File: config.mk
export PLATFORM = sky130hd
export DESIGN_NAME = pwrcyc_seq
export DESIGN_NICKNAME = d
export VERILOG_FILES = /design/src/rtl/pcs_pkg.sv /design/src/rtl/pcs_hold_timer.sv /design/src/rtl/pcs_dur_calc.sv /design/src/rtl/pcs_phase_fsm.sv /design/src/rtl/pwrcyc_seq.sv
export SDC_FILE = /design/constraint.sdc
export NUM_CORES = 1
export LEC_CHECK = 0
export BUFFER_PORTS_ARGS = -buffer_cell sky130_fd_sc_hd__clkbuf_2
export CAP_MARGIN = 20
export CORE_MARGIN = 2
export CORE_UTILIZATION = 32
export CTS_CLUSTER_DIAMETER = 150
export DETAILED_ROUTE_END_ITERATION = 16
export PLACE_DENSITY_LB_ADDON = 0.1
export SLEW_MARGIN = 10
export SYNTH_ARGS = -nofsm -noshare
export SYNTH_HDL_FRONTEND = slang
export SYNTH_SLANG_ARGS = --single-unit
File: constraint.sdc
create_clock -name clk -period 5.5 [get_ports clk]
set_input_delay 0.55 -clock clk [delete_from_list [all_inputs] [get_ports clk]]
set_output_delay 0.55 -clock clk [all_outputs]
set_load 0.1 [all_outputs]
File: src/rtl/pcs_pkg.sv
package pcs_pkg;

   typedef enum logic [3:0] {
      PH_OFF     = 4'd0,
      PH_CKOFF   = 4'd1,
      PH_SLEEP   = 4'd2,
      PH_CKON    = 4'd3,
      PH_DRAIN   = 4'd4,
      PH_REL_SM  = 4'd5,
      PH_REL_LG  = 4'd6,
      PH_UP_A    = 4'd7,
      PH_UP_B    = 4'd8,
      PH_UP_C    = 4'd9,
      PH_PULSE_A = 4'd10,
      PH_PULSE_B = 4'd11,
      PH_RUN     = 4'd12,
      PH_PARK    = 4'd13
   } phase_t;

   typedef struct packed {
      logic ram_on;
      logic clk_dis;
      logic ram_init;
      logic lg_a;
      logic lg_p;
      logic sm_a;
      logic sm_p;
   } ctrl_t;

   function automatic ctrl_t word_of(input phase_t ph);
      ctrl_t w;
      w = '0;
      case (ph)
         PH_CKOFF, PH_UP_B, PH_PULSE_A: begin
            w.ram_on = 1'b1; w.clk_dis = 1'b1; w.ram_init = 1'b1;
         end
         PH_SLEEP, PH_UP_A: begin
            w.clk_dis = 1'b1; w.ram_init = 1'b1;
         end
         PH_CKON, PH_REL_LG: w.ram_init = 1'b1;
         PH_DRAIN, PH_PARK: begin
            w.ram_init = 1'b1;
            w.lg_a = 1'b1; w.lg_p = 1'b1; w.sm_a = 1'b1; w.sm_p = 1'b1;
         end
         PH_REL_SM: begin
            w.ram_init = 1'b1; w.lg_a = 1'b1; w.lg_p = 1'b1;
         end
         PH_UP_C: begin
            w.ram_on = 1'b1; w.ram_init = 1'b1;
         end
         PH_PULSE_B: begin
            w.ram_on = 1'b1; w.clk_dis = 1'b1;
         end
         PH_RUN: w.ram_on = 1'b1;
         default: w = '0;
      endcase
      return w;
   endfunction

   function automatic logic is_rest(input phase_t ph);
      return (ph == PH_OFF) || (ph == PH_RUN) || (ph == PH_PARK);
   endfunction

endpackage

File: src/rtl/pcs_hold_timer.sv
module pcs_hold_timer #(
   parameter int CNT_W = 8
) (
   input  logic             clk,
   input  logic             rst_n,
   input  logic             load,
   input  logic [CNT_W-1:0] load_val,
   output logic             expired
);

   logic [CNT_W-1:0] cnt_q;

   always_ff @(posedge clk or negedge rst_n) begin
      if (!rst_n) begin
         cnt_q <= '0;
      end else if (load) begin
         cnt_q <= load_val;
      end else if (cnt_q != '0) begin
         cnt_q <= cnt_q - 1'b1;
      end
   end

   assign expired = (cnt_q == '0);

   AST_TMR_COUNTS_DOWN: assert property (@(posedge clk) disable iff (!rst_n)
      (!load && !expired) |=> (cnt_q == $past(cnt_q) - 1'b1));

endmodule

File: src/rtl/pcs_dur_calc.sv
module pcs_dur_calc
   import pcs_pkg::*;
#(
   parameter int MS_W      = 8,
   parameter int CLK_MHZ   = 100,
   parameter int US_PER_MS = 1000,
   parameter int CNT_W     = 25
) (
   input  phase_t           phase_i,
   input  logic [MS_W-1:0]  ms_i,
   output logic [CNT_W-1:0] dur_m1_o
);

   localparam int CYC_PER_MS = US_PER_MS * CLK_MHZ;
   localparam logic [CNT_W-1:0] CPM_V    = CNT_W'(CYC_PER_MS);
   localparam logic [CNT_W-1:0] US_M1_V  = CNT_W'(CLK_MHZ);

   logic [CNT_W-1:0] prod;

   assign prod = CNT_W'(ms_i) * CPM_V;

   always_comb begin
      case (phase_i)
         PH_DRAIN:             dur_m1_o = (prod == '0) ? '0 : prod - 1'b1;
         PH_REL_SM, PH_REL_LG: dur_m1_o = US_M1_V;
         default:              dur_m1_o = '0;
      endcase
   end

endmodule

File: src/rtl/pcs_phase_fsm.sv
module pcs_phase_fsm
   import pcs_pkg::*;
#(
   parameter int MS_W = 8
) (
   input  logic            clk,
   input  logic            rst_n,
   input  logic            cycle_req,
   input  logic            off_req,
   input  logic [MS_W-1:0] discharge_ms,
   input  logic            expired,
   output phase_t          phase_o,
   output phase_t          ld_phase_o,
   output logic            load_o,
   output logic [MS_W-1:0] ms_o,
   output logic            done_o
);

   phase_t          phase_q, nxt;
   logic            off_mode_q;
   logic [MS_W-1:0] ms_q;
   logic            done_q;
   logic            busy, accept, advance;

   assign busy    = !is_rest(phase_q);
   assign accept  = !busy && (cycle_req || off_req);
   assign advance = busy && expired;

   always_comb begin
      case (phase_q)
         PH_CKOFF:   nxt = PH_SLEEP;
         PH_SLEEP:   nxt = PH_CKON;
         PH_CKON:    nxt = PH_DRAIN;
         PH_DRAIN:   nxt = off_mode_q ? PH_PARK : PH_REL_SM;
         PH_REL_SM:  nxt = PH_REL_LG;
         PH_REL_LG:  nxt = PH_UP_A;
         PH_UP_A:    nxt = PH_UP_B;
         PH_UP_B:    nxt = PH_UP_C;
         PH_UP_C:    nxt = PH_PULSE_A;
         PH_PULSE_A: nxt = PH_PULSE_B;
         PH_PULSE_B: nxt = PH_RUN;
         default:    nxt = phase_q;
      endcase
   end

   always_ff @(posedge clk or negedge rst_n) begin
      if (!rst_n) begin
         phase_q    <= PH_OFF;
         off_mode_q <= 1'b0;
         ms_q       <= '0;
         done_q     <= 1'b0;
      end else begin
         done_q <= advance && is_rest(nxt);
         if (accept) begin
            phase_q    <= PH_CKOFF;
            off_mode_q <= !cycle_req;
            ms_q       <= discharge_ms;
         end else if (advance) begin
            phase_q <= nxt;
         end
      end
   end

   assign phase_o    = phase_q;
   assign ld_phase_o = accept ? PH_CKOFF : nxt;
   assign load_o     = accept || advance;
   assign ms_o       = ms_q;
   assign done_o     = done_q;

   AST_HOLD_STABLE: assert property (@(posedge clk) disable iff (!rst_n)
      (busy && !expired) |=> (phase_q == $past(phase_q)));

   AST_BUSY_IGNORE: assert property (@(posedge clk) disable iff (!rst_n)
      (busy && (cycle_req || off_req) && phase_q != PH_PULSE_B) |=> (phase_q != PH_CKOFF));

   AST_REST_ACCEPT: assert property (@(posedge clk) disable iff (!rst_n)
      accept |=> (phase_q == PH_CKOFF));

   AST_BOTH_CYCLE: assert property (@(posedge clk) disable iff (!rst_n)
      (!busy && cycle_req && off_req) |=> !off_mode_q);

   AST_MS_HELD: assert property (@(posedge clk) disable iff (!rst_n)
      busy |=> $stable(ms_q) || (phase_q == PH_CKOFF));

endmodule

File: src/rtl/pwrcyc_seq.sv
module pwrcyc_seq
   import pcs_pkg::*;
#(
   parameter int MS_W      = 8,
   parameter int CLK_MHZ   = 100,
   parameter int US_PER_MS = 1000
) (
   input  logic            clk,
   input  logic            rst_n,
   input  logic            cycle_req,
   input  logic            off_req,
   input  logic [MS_W-1:0] discharge_ms,
   output logic            ram_on,
   output logic            clk_dis,
   output logic            ram_init,
   output logic            lg_a,
   output logic            lg_p,
   output logic            sm_a,
   output logic            sm_p,
   output logic            done
);

   localparam int CYC_PER_MS = US_PER_MS * CLK_MHZ;
   localparam int MAX_DRAIN  = ((1 << MS_W) - 1) * CYC_PER_MS;
   localparam int MAX_HOLD   = (MAX_DRAIN > CLK_MHZ) ? MAX_DRAIN : CLK_MHZ;
   localparam int CNT_W      = (MAX_HOLD < 2) ? 1 : $clog2(MAX_HOLD + 1);

   if (CLK_MHZ < 1) begin : g_bad_clk
      $error("pwrcyc_seq: CLK_MHZ must be at least 1");
   end
   if (US_PER_MS < 1) begin : g_bad_scale
      $error("pwrcyc_seq: US_PER_MS must be at least 1");
   end
   if (MS_W < 1 || MS_W > 16) begin : g_bad_msw
      $error("pwrcyc_seq: MS_W out of range 1..16");
   end

   phase_t           phase, ld_phase;
   logic             load, expired;
   logic [MS_W-1:0]  ms_q;
   logic [CNT_W-1:0] dur_m1;
   ctrl_t            word;

   pcs_phase_fsm #(.MS_W(MS_W)) u_fsm (
      .clk          (clk),
      .rst_n        (rst_n),
      .cycle_req    (cycle_req),
      .off_req      (off_req),
      .discharge_ms (discharge_ms),
      .expired      (expired),
      .phase_o      (phase),
      .ld_phase_o   (ld_phase),
      .load_o       (load),
      .ms_o         (ms_q),
      .done_o       (done)
   );

   pcs_dur_calc #(
      .MS_W      (MS_W),
      .CLK_MHZ   (CLK_MHZ),
      .US_PER_MS (US_PER_MS),
      .CNT_W     (CNT_W)
   ) u_dur (
      .phase_i  (ld_phase),
      .ms_i     (ms_q),
      .dur_m1_o (dur_m1)
   );

   pcs_hold_timer #(.CNT_W(CNT_W)) u_tmr (
      .clk      (clk),
      .rst_n    (rst_n),
      .load     (load),
      .load_val (dur_m1),
      .expired  (expired)
   );

   assign word     = word_of(phase);
   assign ram_on   = word.ram_on;
   assign clk_dis  = word.clk_dis;
   assign ram_init = word.ram_init;
   assign lg_a     = word.lg_a;
   assign lg_p     = word.lg_p;
   assign sm_a     = word.sm_a;
   assign sm_p     = word.sm_p;

   AST_DONE_SINGLE: assert property (@(posedge clk) disable iff (!rst_n)
      done |=> !done);

   AST_DONE_AT_REST: assert property (@(posedge clk) disable iff (!rst_n)
      done |-> is_rest(phase));

   AST_LARGE_LAST: assert property (@(posedge clk) disable iff (!rst_n)
      $fell(lg_a) |-> (!sm_a && !sm_p));

   AST_SWITCH_ASLEEP: assert property (@(posedge clk) disable iff (!rst_n)
      (sm_a || lg_a) |-> (!ram_on && ram_init));

endmodule

==> out/metrics.cfg, run 1 <==
[clock_network]
cts_tree = built
clk_latency_ps = 290
hold_buffers = 0
h-tree-depth = 2
cts.reportedPaths.clkPinSlew_ps = 70
clock_sinks = 39
cts.path.max_buffers = 2
clockRootBuffer = clkbuf_16
numCtsBuffers = 5

[floorplanning]
die-area_mm2 = 0.0131
core_mm2 = 0.0120
rows = 40
initial_core_util = 0.326
fp.dieH_um = 114
die_w_um = 114
ios = 20

[critical_path]
cp_max_fo = 10
crit_path_start_kind = register
worst_r2r_path_depth = 16
crit_type = register to register
critPathCaptureType = register
path_cells = ha_1, ha_1, inv_1, fa_1, inv_1, fa_1, ha_1, and3_1, a221oi_2, buf_4, o311a_1, o31ai_1, xor2_1, nor4b_4, or2_4, o31ai_1
reg2reg_setup_slack_ps = 290
crit_top_cell = ha_1
crit_slowest_cell = o31ai_1
critPathArrivalTime_ps = 5400
slowest_delay_ps = 550
cp.required_ps = 5690

[route]
ant_nets = 0
firstDrtPassIters = 4
routed_wirelength_um = 10100
drc = 0
wl_per_cell_um = 16.4
drt_iter0_drc = 138
vias = 3178
viasPerCell = 5.14

[hold_path]
hold_path_class = input pin to asynchronous set/reset pin

[global_route]
grt_antenna_before_repair = 0
track_usage = 0.162
grt_pass1_wl_um = 16600
grt.overflow.total = 0
grt_max_degree = 40
first_global_vias = 3287

[sta]
slew_headroom = 0.334
period_share = 0.948
slew_violations = 0
tightest_slew_ps = 992
finalHoldViolCount = 0
tns_ps = 0
fmax_mhz = 192
finalClockSkew_ps = 10.7
final.setup.worst_slack_ps = 286
min_period_ps = 5210
whs_ps = 267
setup_viol = 0

[final_layout]
fillers = 1253
fin_nets = 550
antennaDiodeCount = 0
layout-drive-gt1-share = 0.138
area_growth_pct = 15.0

[place]
hpwl_um = 7920
pre_cts_ws_ps = -62.9
portBuffers = 19
place_congestion = 0.780

[synthesis]
ys_seq_elements = 39
synth_ff_type = dfrtp_1
mappedNetlistArea_mm2 = 0.00390
synth_edf_count = 0
syn_inst = 438
synth.most_common_cell = ha_1
synthTopCellsByArea = dfrtp_1 (25%), ha_1 (18%), xnor2_1 (7.4%)
synth_area_per_cell_um2 = 8.91
netlist.area_leader.share = 0.250
yosys_warnings = 0
async_reset_ff_frac = 1.00
synth_common_cells = ha_1 (56), nand2_1 (45), dfrtp_1 (39)
ys_types = 51
yosys.area.top_type = dfrtp_1
synth_seq_area_share = 0.250
syn_nets = 518

[run]
maxCapViolCount = 0

[status]
status = complete, no violations

repair_timing:
action / CTS / global route
pin swaps: 1 / 2
setup endpoints to repair: 21 / 25
setup buffers: 0 / 2
resized for setup: 3 / 8
cloned: 1 / 1
worst max-delay path: cells and delay by family, from the launching register on:
family                   cells  cell delay [ps]
AO/OA/AOI/OAI                4             1250
XOR/XNOR                     1              460
adder cells (fa/ha/maj)      5             2000
buffers and inverters        3              270
flip-flops                   1              440
AND/OR/NAND/NOR              3              710
through the flow:
step                      utilization  cells  instance area, um2
after CTS                       0.368    614                4400
after floorplan                     -    438                3900
after global placement          0.353    605                4230
final                           0.375    618                4490
after detailed placement        0.353    605                4230
after global routing            0.375    618                4490
path summary, 6_finish.rpt:
| kind | endpoint | start |
|---|---|---|
| worst max-delay path | u_tmr.cnt_q[6] | u_fsm.ms_o[4] |
| worst min-delay path | u_tmr.cnt_q[10] | rst_n |
| worst max register to register | u_tmr.cnt_q[6] | u_fsm.ms_o[4] |
| worst min register to register | u_tmr.cnt_q[24] | u_tmr.cnt_q[24] |
| max in group asynchronous | u_tmr.cnt_q[20] | rst_n |
| min in group clk | u_fsm.off_mode_q | cycle_req |
cells in the final DEF (no fill, tap or decap), types with 7 or more instances in the layout:
cell	Yosys	final
a21o_1	9	9
a21oi_1	23	23
buf_4	2	18
clkbuf_2	1	19
dfrtp_1	39	39
fa_1	12	12
ha_1	56	56
inv_1	15	15
nand2_1	45	45
nand3_1	13	13
nor2_1	29	29
nor3_1	13	13
nor4_1	8	7
o21ai_0	20	20
o22ai_1	17	17
or3_1	10	10
xnor2_1	33	33
xor2_1	16	15
state kept, by name, summed over array words and instances, names as in the netlist:
| name | flops |
|---|---|
| u_fsm.done_o | 1 |
| u_tmr.cnt_q | 25 |
| u_fsm.phase_o | 4 |
| u_fsm.ms_o | 8 |
| u_fsm.off_mode_q | 1 |
cells by family (layout without fill, tap and decap cells):
| logic type | count (synthesis) | after routing | synth area share |
|---|---|---|---|
| AO/OA/AOI/OAI | 92 | 92 | 0.146 |
| adder cells (fa/ha/maj) | 68 | 68 | 0.241 |
| multiplexers | 5 | 5 | 0.0138 |
| XOR/XNOR | 49 | 49 | 0.110 |
| flip-flops | 39 | 39 | 0.250 |
| AND/OR/NAND/NOR | 155 | 157 | 0.206 |
| buffers and inverters | 30 | 61 | 0.0333 |
per-layer routing:
layer,vias up,global-route usage,wire length [um],share of wire
met2,25,0.273,4880,0.48
met1,1495,0.222,5000,0.49
li1,1651,-,-,-
met5,-,0,0,0
met4,0,0.0390,113,0.011
met3,7,0.0175,161,0.016
final cells by class:
class | instances | area [um2] | area share
clock inverters | 3 | 20.0 | 0.00446
flip-flops and latches | 39 | 976 | 0.218
repair buffers | 38 | 258 | 0.0574
multi-input cells | 371 | 2870 | 0.639
inverters | 15 | 56.3 | 0.0125
clock buffers | 5 | 125 | 0.0279
well taps | 147 | 184 | 0.0410
Power of run 1 is left out: the tool's default activity adds up to more than one toggle a clock period on the data nets, which glitch-free logic cannot reach.
==> inputs of run 2 (changes only) <==
--- a/config.mk
+++ b/config.mk
@@ -13,5 +13,4 @@
 export DETAILED_ROUTE_END_ITERATION = 16
 export PLACE_DENSITY_LB_ADDON = 0.1
-export SLEW_MARGIN = 10
 export SYNTH_ARGS = -nofsm -noshare
 export SYNTH_HDL_FRONTEND = slang
==> constraint.sdc (replaced) <==
create_clock -name clk -period 5.5 [get_ports clk]
set_input_delay 0.825 -clock clk [delete_from_list [all_inputs] [get_ports clk]]
set_output_delay 0.825 -clock clk [all_outputs]
set_load 0.1 [all_outputs]
==> out/metrics.cfg, run 2 (same netlist as run 1, synthesis figures left out) <==
[sta]
slew_headroom = 0.335  ; +0.000801
period_share = 0.947  ; -0.00118
tightest_slew_ps = 990  ; -1.19 ps
whs_ps = 361  ; +93.8 ps
fmax_mhz = 192  ; +0.12%
setup_viol = 0  ; unchanged
min_period_ps = 5210  ; -6.50 ps
finalClockSkew_ps = 10.9  ; +0.225 ps
finalHoldViolCount = 0  ; unchanged
slew_violations = 0  ; unchanged

[critical_path]
crit_path_start_kind = register
crit_type = register to register
critPathArrivalTime_ps = 5340  ; -60 ps
cp_max_fo = 10  ; unchanged
cp.required_ps = 5640  ; -50 ps
critPathCaptureType = register
worst_r2r_path_depth = 15  ; -1

[run]
maxCapViolCount = 0  ; unchanged

[clock_network]
clk_latency_ps = 280  ; about the same
h-tree-depth = 2  ; unchanged
cts_tree = built
cts.reportedPaths.clkPinSlew_ps = 70  ; about the same
cts.path.max_buffers = 2  ; unchanged
numCtsBuffers = 5  ; unchanged
clockRootBuffer = clkbuf_16
clock_sinks = 39  ; unchanged
hold_buffers = 0  ; unchanged

[global_route]
grt_max_degree = 40  ; unchanged
grt_pass1_wl_um = 16600  ; unchanged
first_global_vias = 3287  ; unchanged
track_usage = 0.162  ; unchanged
grt_antenna_before_repair = 0  ; unchanged
grt.overflow.total = 0  ; unchanged

[route]
viasPerCell = 5.16  ; +0.41%
wl_per_cell_um = 16.4  ; -0.25%
ant_nets = 0  ; unchanged
drc = 0  ; unchanged
vias = 3191  ; +0.41%
firstDrtPassIters = 4  ; unchanged
drt_iter0_drc = 141  ; +2.2%
routed_wirelength_um = 10100  ; -0.25%

[floorplanning]
core_mm2 = 0.0120  ; unchanged
rows = 40  ; unchanged
die_w_um = 114  ; unchanged
ios = 20  ; unchanged
die-area_mm2 = 0.0131  ; unchanged
fp.dieH_um = 114  ; unchanged
initial_core_util = 0.326  ; unchanged

[final_layout]
instances_no_fill = 618  ; unchanged
final_common_cell = ha_1
antennaDiodeCount = 0  ; unchanged
area_growth_pct = 14.8
fin_nets = 550  ; unchanged
largest_register_ffs = 25  ; unchanged
layout-drive-gt1-share = 0.138  ; unchanged
final_cell_mix = ha_1 (56), nand2_1 (45), dfrtp_1 (39)
top_register = u_tmr.cnt_q

[place]
hpwl_um = 7920  ; unchanged
portBuffers = 19  ; unchanged
place_congestion = 0.780  ; unchanged
place_inst = 605  ; unchanged

[status]
status = complete, no violations

[hold_path]
hold_path_class = input pin to asynchronous set/reset pin

-- run 2: cell type report --
class / count / area, um2
clock buffers: 5 / 125
clock inverters: 3 / 20.0
fillers: 1253 / 7480
repair buffers: 38 / 250
inverters: 15 / 56.3
multi-input cells: 371 / 2870
flip-flops and latches: 39 / 976
well taps: 147 / 184
-- run 2: worst max-delay path, cell delays in order (launching register included) --
cell       delay, ps
dfrtp_1          440
ha_1             340
fa_1             540
fa_1             430
ha_1             310
ha_1             390
a21o_1           250
a31o_2           230
or3_1            380
a2111oi_2        360
buf_4            170
a21boi_1         230
nor4bb_4         270
nor4b_4          370
or2_4            270
o22ai_1           80
-- run 2: per-layer routing --
layer  track usage  vias to the layer above  part of all wire
met5             0                        -                 0
li1              -                     1651                 -
met4        0.0390                        0            0.0092
met3        0.0175                        6             0.017
met2         0.273                       29              0.48
met1         0.222                     1505              0.49
-- run 2: worst paths after layout --
| kind | from | to | slack, ps |
|---|---|---|---|
| max in group asynchronous | rst_n | u_tmr.cnt_q[20] | 4710 |
| worst max register to register | u_fsm.ms_o[4] | u_tmr.cnt_q[16] | 290 |
| min in group clk | u_tmr.cnt_q[24] | u_tmr.cnt_q[24] | 550 |
| worst min register to register | u_tmr.cnt_q[24] | u_tmr.cnt_q[24] | 550 |
| worst min-delay path | rst_n | u_tmr.cnt_q[9] | 360 |
| worst max-delay path | u_fsm.ms_o[4] | u_tmr.cnt_q[16] | 290 |
-- run 2: through the flow --
stage               worst slack (ps)  instance area (um2)   util  setup TNS, ps
floorplan                        326                 3900      -              0
global placement                47.6                 4230  0.353              0
detailed placement             -62.9                 4230  0.353           -498
CTS                             42.2                 4400  0.368              0
global route                   -31.5                 4480  0.374           -110
finish                           292                 4480  0.374              0
-- run 2: timing repair --
item,CTS,global route
buffers inserted,0,2
gates cloned,1,1
pin swaps,1,2
setup endpoints to repair,21,25
gates resized for setup,3,8
Power of run 2 is left out for the same reason.
